$ cat src/rtl/irq_vector_ctrl.sv
module irq_vector_ctrl #(
  parameter int VEC_W = 8
) (
  input  logic             clk,
  input  logic             rst_n,
  input  logic             wr_en,
  input  logic [1:0]       wr_addr,
  input  logic [7:0]       wr_data,
  input  logic [1:0]       rd_addr,
  output logic [7:0]       rd_data,
  input  logic [3:0]       src_evt,
  input  logic [2:0]       grp_evt,
  input  logic             stack_full,
  output logic             ack,
  output logic             push_pc,
  output logic [VEC_W-1:0] vector,
  output logic             wake
);
  localparam int NSRC = 5;

  logic             emi;
  logic [4:0]       en;
  logic [3:0]       flg;
  logic [2:0]       gen, gflg;
  logic             ack_q;
  logic [VEC_W-1:0] vec_q;

  logic             grp_pend;
  logic [NSRC-1:0]  pend;
  logic             take;
  logic [2:0]       sel;
  logic [3:0]       clr;

  assign grp_pend = en[4] & |(gen & gflg);
  assign pend     = {grp_pend, en[3:0] & flg};
  assign take     = emi & |pend & ~stack_full;
  assign wake     = |pend;

  always_comb begin
    sel = 3'd0;
    for (int i = NSRC - 1; i >= 0; i--)
      if (pend[i]) sel = 3'(i);
  end

  always_comb begin
    clr = '0;
    if (take && sel < 3'd4) clr[sel[1:0]] = 1'b1;
  end

  always_ff @(posedge clk) begin
    if (!rst_n) begin
      emi   <= 1'b0;
      en    <= '0;
      flg   <= '0;
      gen   <= '0;
      gflg  <= '0;
      ack_q <= 1'b0;
      vec_q <= '0;
    end else begin
      if (wr_en && wr_addr == 2'd0) en <= wr_data[5:1];
      if (take) emi <= 1'b0;
      else if (wr_en && wr_addr == 2'd0) emi <= wr_data[0];
      flg  <= (((wr_en && wr_addr == 2'd1) ? wr_data[3:0] : flg) & ~clr) | src_evt;
      if (wr_en && wr_addr == 2'd2) gen <= wr_data[2:0];
      gflg <= ((wr_en && wr_addr == 2'd2) ? wr_data[6:4] : gflg) | grp_evt;
      ack_q <= take;
      if (take) vec_q <= VEC_W'((32'(sel) + 32'd1) * 32'd4);
    end
  end

  assign ack     = ack_q;
  assign push_pc = ack_q;
  assign vector  = vec_q;

  always_comb begin
    case (rd_addr)
      2'd0:    rd_data = {2'b00, en, emi};
      2'd1:    rd_data = {4'b0000, flg};
      2'd2:    rd_data = {1'b0, gflg, 1'b0, gen};
      default: rd_data = 8'h00;
    endcase
  end

  assert_ack_single_R11: assert property (@(posedge clk) disable iff (!rst_n)
    ack |=> !ack);
  assert_emi_cleared_R5: assert property (@(posedge clk) disable iff (!rst_n)
    ack |-> !emi);
  assert_stack_room_R6: assert property (@(posedge clk) disable iff (!rst_n)
    $rose(ack) |-> !$past(stack_full));
  assert_wake_before_ack_R9: assert property (@(posedge clk) disable iff (!rst_n)
    $rose(ack) |-> $past(wake));
  assert_vector_legal_R4: assert property (@(posedge clk) disable iff (!rst_n)
    ack |-> (vector == 8'h04 || vector == 8'h08 || vector == 8'h0C ||
             vector == 8'h10 || vector == 8'h14));
  assert_evt_sets_R2: assert property (@(posedge clk) disable iff (!rst_n)
    (|src_evt) |=> ((flg & $past(src_evt)) == $past(src_evt)));
endmodule

$ cat config.mk
export PLATFORM = sky130hd
export DESIGN_NAME = irq_vector_ctrl
export DESIGN_NICKNAME = d
export VERILOG_FILES = /design/src/rtl/irq_vector_ctrl.sv
export SDC_FILE = /design/constraint.sdc
export NUM_CORES = 1
export LEC_CHECK = 0
export ABC_AREA = 1
export BUFFER_PORTS_ARGS = -buffer_cell sky130_fd_sc_hd__buf_2
export CAP_MARGIN = 20
export CORE_MARGIN = 4
export CORE_UTILIZATION = 48
export CTS_CLUSTER_SIZE = 25
export DETAILED_ROUTE_END_ITERATION = 10
export HOLD_SLACK_MARGIN = 0.15
export PLACE_DENSITY = 0.78
export SLEW_MARGIN = 5
export SYNTH_ARGS = -nofsm -noshare
export SYNTH_HDL_FRONTEND = slang
export SYNTH_SLANG_ARGS = --single-unit
$ cat constraint.sdc
create_clock -name clk -period 1.8 [get_ports clk]
set_clock_uncertainty 0.15 [all_clocks]
set_input_delay 0.36 -clock clk [delete_from_list [all_inputs] [get_ports clk]]
set_output_delay 0.36 -clock clk [all_outputs]
set_load 0.02 [all_outputs]
==> impl_metrics.yaml, run 1 <==
timing:
  holdWs_ps: 161.6
  max_freq_mhz: 582.9
  min_period_over_period: 0.9530
  setup_tns_ps: 0
  drv_slew: 0
  rsz0062_at_grt: "false"
  setup_slack_ps: 84.56
  finalHoldViolations: 0
  setup_violations: 0
  period_needed_ps: 1715
yosys:
  synth-compound-area-share: 0.1335
  muxShareOfSynthArea: 0
  synthCells: 170
  syn-mean-instance-area_um2: 6.889
  synth_warnings: 0
  ys_seq_area_frac: 0.3590
  synth_area_mm2: 0.001171
  synth-seq-cells: 21
  synthAdderAreaFrac: 0.04274
  synth_xor_area_frac: 0
  synth-simple-area-share: 0.3301
  yosysUniqueCellTypes: 19
  synth_top_family_by_area: "simple AND/OR/NAND/NOR gates"
floorplan:
  die_x_um: 57.40
  coreArea_mm2: 0.002276
  start_util: 0.5146
  die_y_um: 57.40
  rows: 17
  die_area_mm2: 0.003294
  pin_count: 42
route:
  antenna_left: 0
  drt_iter0_markers: 32
  dr.pass1.iters: 4
  wirelength_mm: 2.905
  wl_per_cell_um: 11.95
  vias: 1173
  viasPerCell: 4.827
  drc: 0
worst_setup_path:
  cp_cell_sequence: "nand2_2 > nand2_2 > nor2_4 > nand2_4 > buf_2"
  cp_num_buf_inv: 1
  cpMaxStageDelayCell: "dfxtp_1"
  critical_path_arrival_ps: 1210
  cpPeakStageDelay_ps: 360
  reg2reg_to: "vector[4]$_SDFFE_PN0N_"
  worstSetupStartpointType: "register"
  rrSetupSlack_ps: 170
  crit_fanout: 3
  cp_top_family: "simple AND/OR/NAND/NOR gates"
  cp.required_ps: 1290
  r2r_start: "flg[3]$_SDFF_PN0_"
  crit_top_cell: "nand2_2"
  criticalPathCategory: "register to primary output"
  endpoint_kind: "primary output"
  worst_r2r_path_depth: 10
placement:
  hpwlAfterDp_mm: 2.179
  port_buffers: 35
  routabilityCongestion: 0.8706
  pre_cts_ws_ps: 207.6
  placed_area_mm2: 0.001351
pwr:
  power.density_mw_per_mm2: 630.6
  p_leak_uw: 0.0008141
  peakVddDrop_v: 0.0003810
clock_tree:
  clk_latency_ps: 300
  clock_sinks: 21
  numCtsBuffers: 3
  cts_buffer_depth: 2
  clk_pin_slew_ps: 120
  htreeDepth: 1
  root_buffer: "clkbuf_4"
  cts_tree: "yes"
min_path:
  hp-class: "primary input to register"
  hold_depth: 3
  hp-start: "wr_data[2]"
  hold_end: "gen[2]$_SDFFE_PN0P_"
grt:
  grt_max_degree: 17
  overflow: 0
  grt_pass1_wl_mm: 4.912
  antenna_found_initial: 0
  grt_use_total: 0.1870
  grt_pass1_vias: 1150
outcome:
  status: "finished clean"
layout:
  finalNetCount: 243
  diodes: 0
  multiInputGateArea_um2: 614.3
  fin_area_mm2: 0.001460
  areaGrowthSynthToFinish_pct: 24.68
  regArea_um2: 422.9
  drive_gt1_frac: 0.2651
  num-fill-cells: 211
flow_run:
  maxCapViolCount: 0
-- metrics by stage --
| step | total power, uW | util | cells |
|---|---|---|---|
| final | 920.8 | 0.6416 | 243 |
| after global routing | 970.9 | 0.6416 | 243 |
| after CTS | 924.1 | 0.6361 | 242 |
| after detailed placement | 683.8 | 0.5937 | 231 |
| after global placement | 677.2 | 0.5937 | 231 |
| after floorplan | 630.3 | - | 174 |
-- layout by cell type (no fill, tap or decap), types with 3 or more instances in the layout --
master         Yosys  routed
a21oi_1           10      10
buf_2              0      35
clkbuf_4           0       3
conb_1             1       5
dfxtp_1           21      19
dlygate4sd3_1      0       7
ha_1               4       4
inv_1             25      25
nand2_1           43      42
nand2_2            4       5
nand3_1           19      19
nor2_1             7       7
nor2_4             3       3
o21ai_0           16      16
-- flip-flops by register name, indices dropped and copies added (netlist names) --
signal	count
en	5
flg	4
vector	4
gen	3
gflg	3
ack	1
emi	1
-- logic make-up after synthesis --
family,after synthesis
flops,21
simple gates,81
buf+inv,34
fa+ha+maj,4
compound gates,29
other cells,1
-- worst max-delay path by stage --
| stage | endpoint | depth (start not counted) | slack [ps] | from |
|---|---|---|---|---|
| finish | wake | 5 | 80 | flg[1]$_SDFF_PN0_ |
| global route | wake | 5 | 5 | flg[3]$_SDFF_PN0_ |
| CTS | wake | 5 | 20 | flg[3]$_SDFF_PN0_ |
| detailed placement | vector[4]$_SDFFE_PN0N_ | 10 | 210 | flg[3]$_SDFF_PN0_ |
| global placement | rd_data[4] | 5 | 240 | rd_addr[0] |
| floorplan | rd_data[4] | 2 | 400 | rd_addr[0] |
-- metal layers --
metal / track usage / up-vias / part of all wire
met4: 0.06954 / 0 / 0.024
met5: 0 / - / 0
li1: - / 619 / -
met3: 0.03620 / 8 / 0.067
met1: 0.2237 / 505 / 0.43
met2: 0.3274 / 41 / 0.48
-- synth_stat cells (all sizes together) --
cell type  instances  share of area
nand2             49           0.18
o21ai             16          0.068
inv               27          0.087
conb               1         0.0032
dfxtp             21           0.36
nor2              11          0.057
nand4              1         0.0053
buf                7          0.045
nand3             20          0.090
a21oi             11          0.050
a22o               2          0.015
ha                 4          0.043
-- worst min-delay path, stage by stage --
cell,delay (ps)
buf_2,90
inv_1,70
a21oi_1,60
-- final cells by class --
class                      instances  share of cell area
timing repair buffer              44              0.1782
tap                               28             0.02399
clock buffer                       4             0.01799
inverter                          27             0.06941
sequential                        21              0.2896
multi-input combinational        119              0.4207
-- report_power, final --
part	internal [uW]	switching, uW	leakage (uW)
clock	86.2	143	0.0000150
sequential	488	20.1	0.000173
combinational	73.3	111	0.000626
-- repair_timing --
action,CTS,global route
setup endpoints to repair,0,1
setup buffers,0,1
hold buffers,7,0
gates resized for setup,0,3
endpoints found under the hold margin,7,0
No activity file was read; power rests on OpenSTA's default activity.
==> run 2, diff against run 1 <==
==> constraint.sdc (replaced) <==
create_clock -name clk -period 1.8 [get_ports clk]
set_clock_uncertainty 0.15 [all_clocks]
set_input_delay 0.18 -clock clk [delete_from_list [all_inputs] [get_ports clk]]
set_output_delay 0.18 -clock clk [all_outputs]
set_load 0.02 [all_outputs]
==> run 2 against run 1 <==
  * Non-clock buffer count grew 12
  * Clock-buffer cell count shrank 1
  * Core utilization is 5.3 points higher
  * Clock power grew 3%
  * First-iteration DRC count unchanged
  * Highest routed layer unchanged
==> impl_metrics.yaml, run 2 (synthesis results as in run 1) <==
outcome:
  status: "finished clean"
placement:
  port_buffers: 35
  pre_cts_ws_ps: 193.8
  hpwlAfterDp_mm: 2.189
  routabilityCongestion: 0.8596
floorplan:
  pin_count: 42
  die_y_um: 57.40
  die_x_um: 57.40
  start_util: 0.5146
  die_area_mm2: 0.003294
  rows: 17
  coreArea_mm2: 0.002276
worst_setup_path:
  endpoint_kind: "register"
  worstSetupStartpointType: "primary input"
  cpMaxStageDelayCell: "dlygate4sd3_1"
  worst_r2r_path_depth: 10
  critical_path_arrival_ps: 1840
  cp.required_ps: 1920
  cp_cell_sequence: "dlygate4sd3_1 > buf_2 > o21ai_0 > a21oi_1 > dlygate4sd3_1"
  crit_top_cell: "dlygate4sd3_1"
  crit_fanout: 16
  criticalPathCategory: "primary input to register"
  cpPeakStageDelay_ps: 570
clock_tree:
  numCtsBuffers: 3
  cts_resized: 0
  clk_latency_ps: 320
  cts_setup_buffers: 0
  cts_buffer_depth: 2
  clock_sinks: 21
  htreeDepth: 1
  clk_pin_slew_ps: 130
  root_buffer: "clkbuf_4"
  cts_tree: "yes"
pwr:
  power_uw: 950.1
  peakVddDrop_v: 0.0004981
  p_leak_uw: 0.0008617
  power.density_mw_per_mm2: 600.7
route:
  viasPerCell: 4.918
  antenna_left: 0
  wl_per_cell_um: 12.22
  wirelength_mm: 3.115
  vias: 1254
  drt_iter0_markers: 32
  dr.pass1.iters: 4
  drc: 0
layout:
  top_register: "en"
  finalNetCount: 255
  regArea_um2: 420.4
  final_cell_mix: "nand2_1 (43), buf_2 (35), inv_1 (25)"
  largest_reg_flops: 5
  diodes: 0
  areaGrowthSynthToFinish_pct: 35.04
  fin_util: 0.6949
  multiInputGateArea_um2: 611.8
  drive_gt1_frac: 0.2335
  num-fill-cells: 206
  mostFrequentLayoutCell: "nand2_1"
grt:
  overflow: 0
  antenna_found_initial: 0
  grt_pass1_vias: 1270
  grt_max_degree: 17
  grt_pass1_wl_mm: 5.478
  grt_use_total: 0.2081
timing:
  min_period_over_period: 0.9543
  drv_slew: 0
  setup_violations: 0
  finalHoldViolations: 0
  max_freq_mhz: 582.2
  period_needed_ps: 1718
  rsz0062_at_grt: "false"
  holdWs_ps: 171.9
  setup_tns_ps: 0
  setup_slack_ps: 82.27
min_path:
  hold_depth: 4
  hp-class: "primary input to register"
flow_run:
  maxCapViolCount: 0
[run 2: critical path, delay by kind of cell]
| kind | cells | cell delay [ps] |
|---|---|---|
| buf+inv | 3 | 1380 |
| compound gates | 2 | 270 |
[run 2: power breakdown]
part / internal, uW / switching (uW)
logic: 90.9 / 116
clock network: 83.1 / 154
registers: 487 / 19.4
[run 2: final cells by class]
cell class                 instances  share of cell area
sequential                        21              0.2658
tap                               28             0.02215
multi-input combinational        119              0.3869
clock inverter                     1            0.003165
inverter                          27             0.06408
clock buffer                       3             0.01424
timing repair buffer              56              0.2437
[run 2: repair_timing]
item	4_1_cts	5_1_grt
endpoints found under the hold margin	21	0
hold buffers	21	0
endpoints found under the setup margin	0	0
[run 2: metal layers]
layer,global-route usage,vias up,share of wire
met2,0.3855,42,0.52
li1,-,639,-
met3,0.03846,5,0.053
met1,0.2435,568,0.42
met5,0,-,0
met4,0.04967,0,0.010
[run 2: stage by stage]
step / cell area, um^2 / cells
CTS: 1582 / 255
floorplan: 1186 / 174
detailed placement: 1344 / 230
global route: 1582 / 255
global placement: 1344 / 230
finish: 1582 / 255
[run 2: final timing paths]
check | start | endpoint | slack [ps]
worst max-delay path | rst_n | en[2]$_SDFFE_PN0P_ | 80
worst min-delay path | wr_en | en[4]$_SDFFE_PN0P_ | 170
worst max register to register | flg[3]$_SDFF_PN0_ | vector[4]$_SDFFE_PN0N_ | 170
worst min register to register | vector[5]$_SDFFE_PN0N_ | vector[5]$_SDFFE_PN0N_ | 310
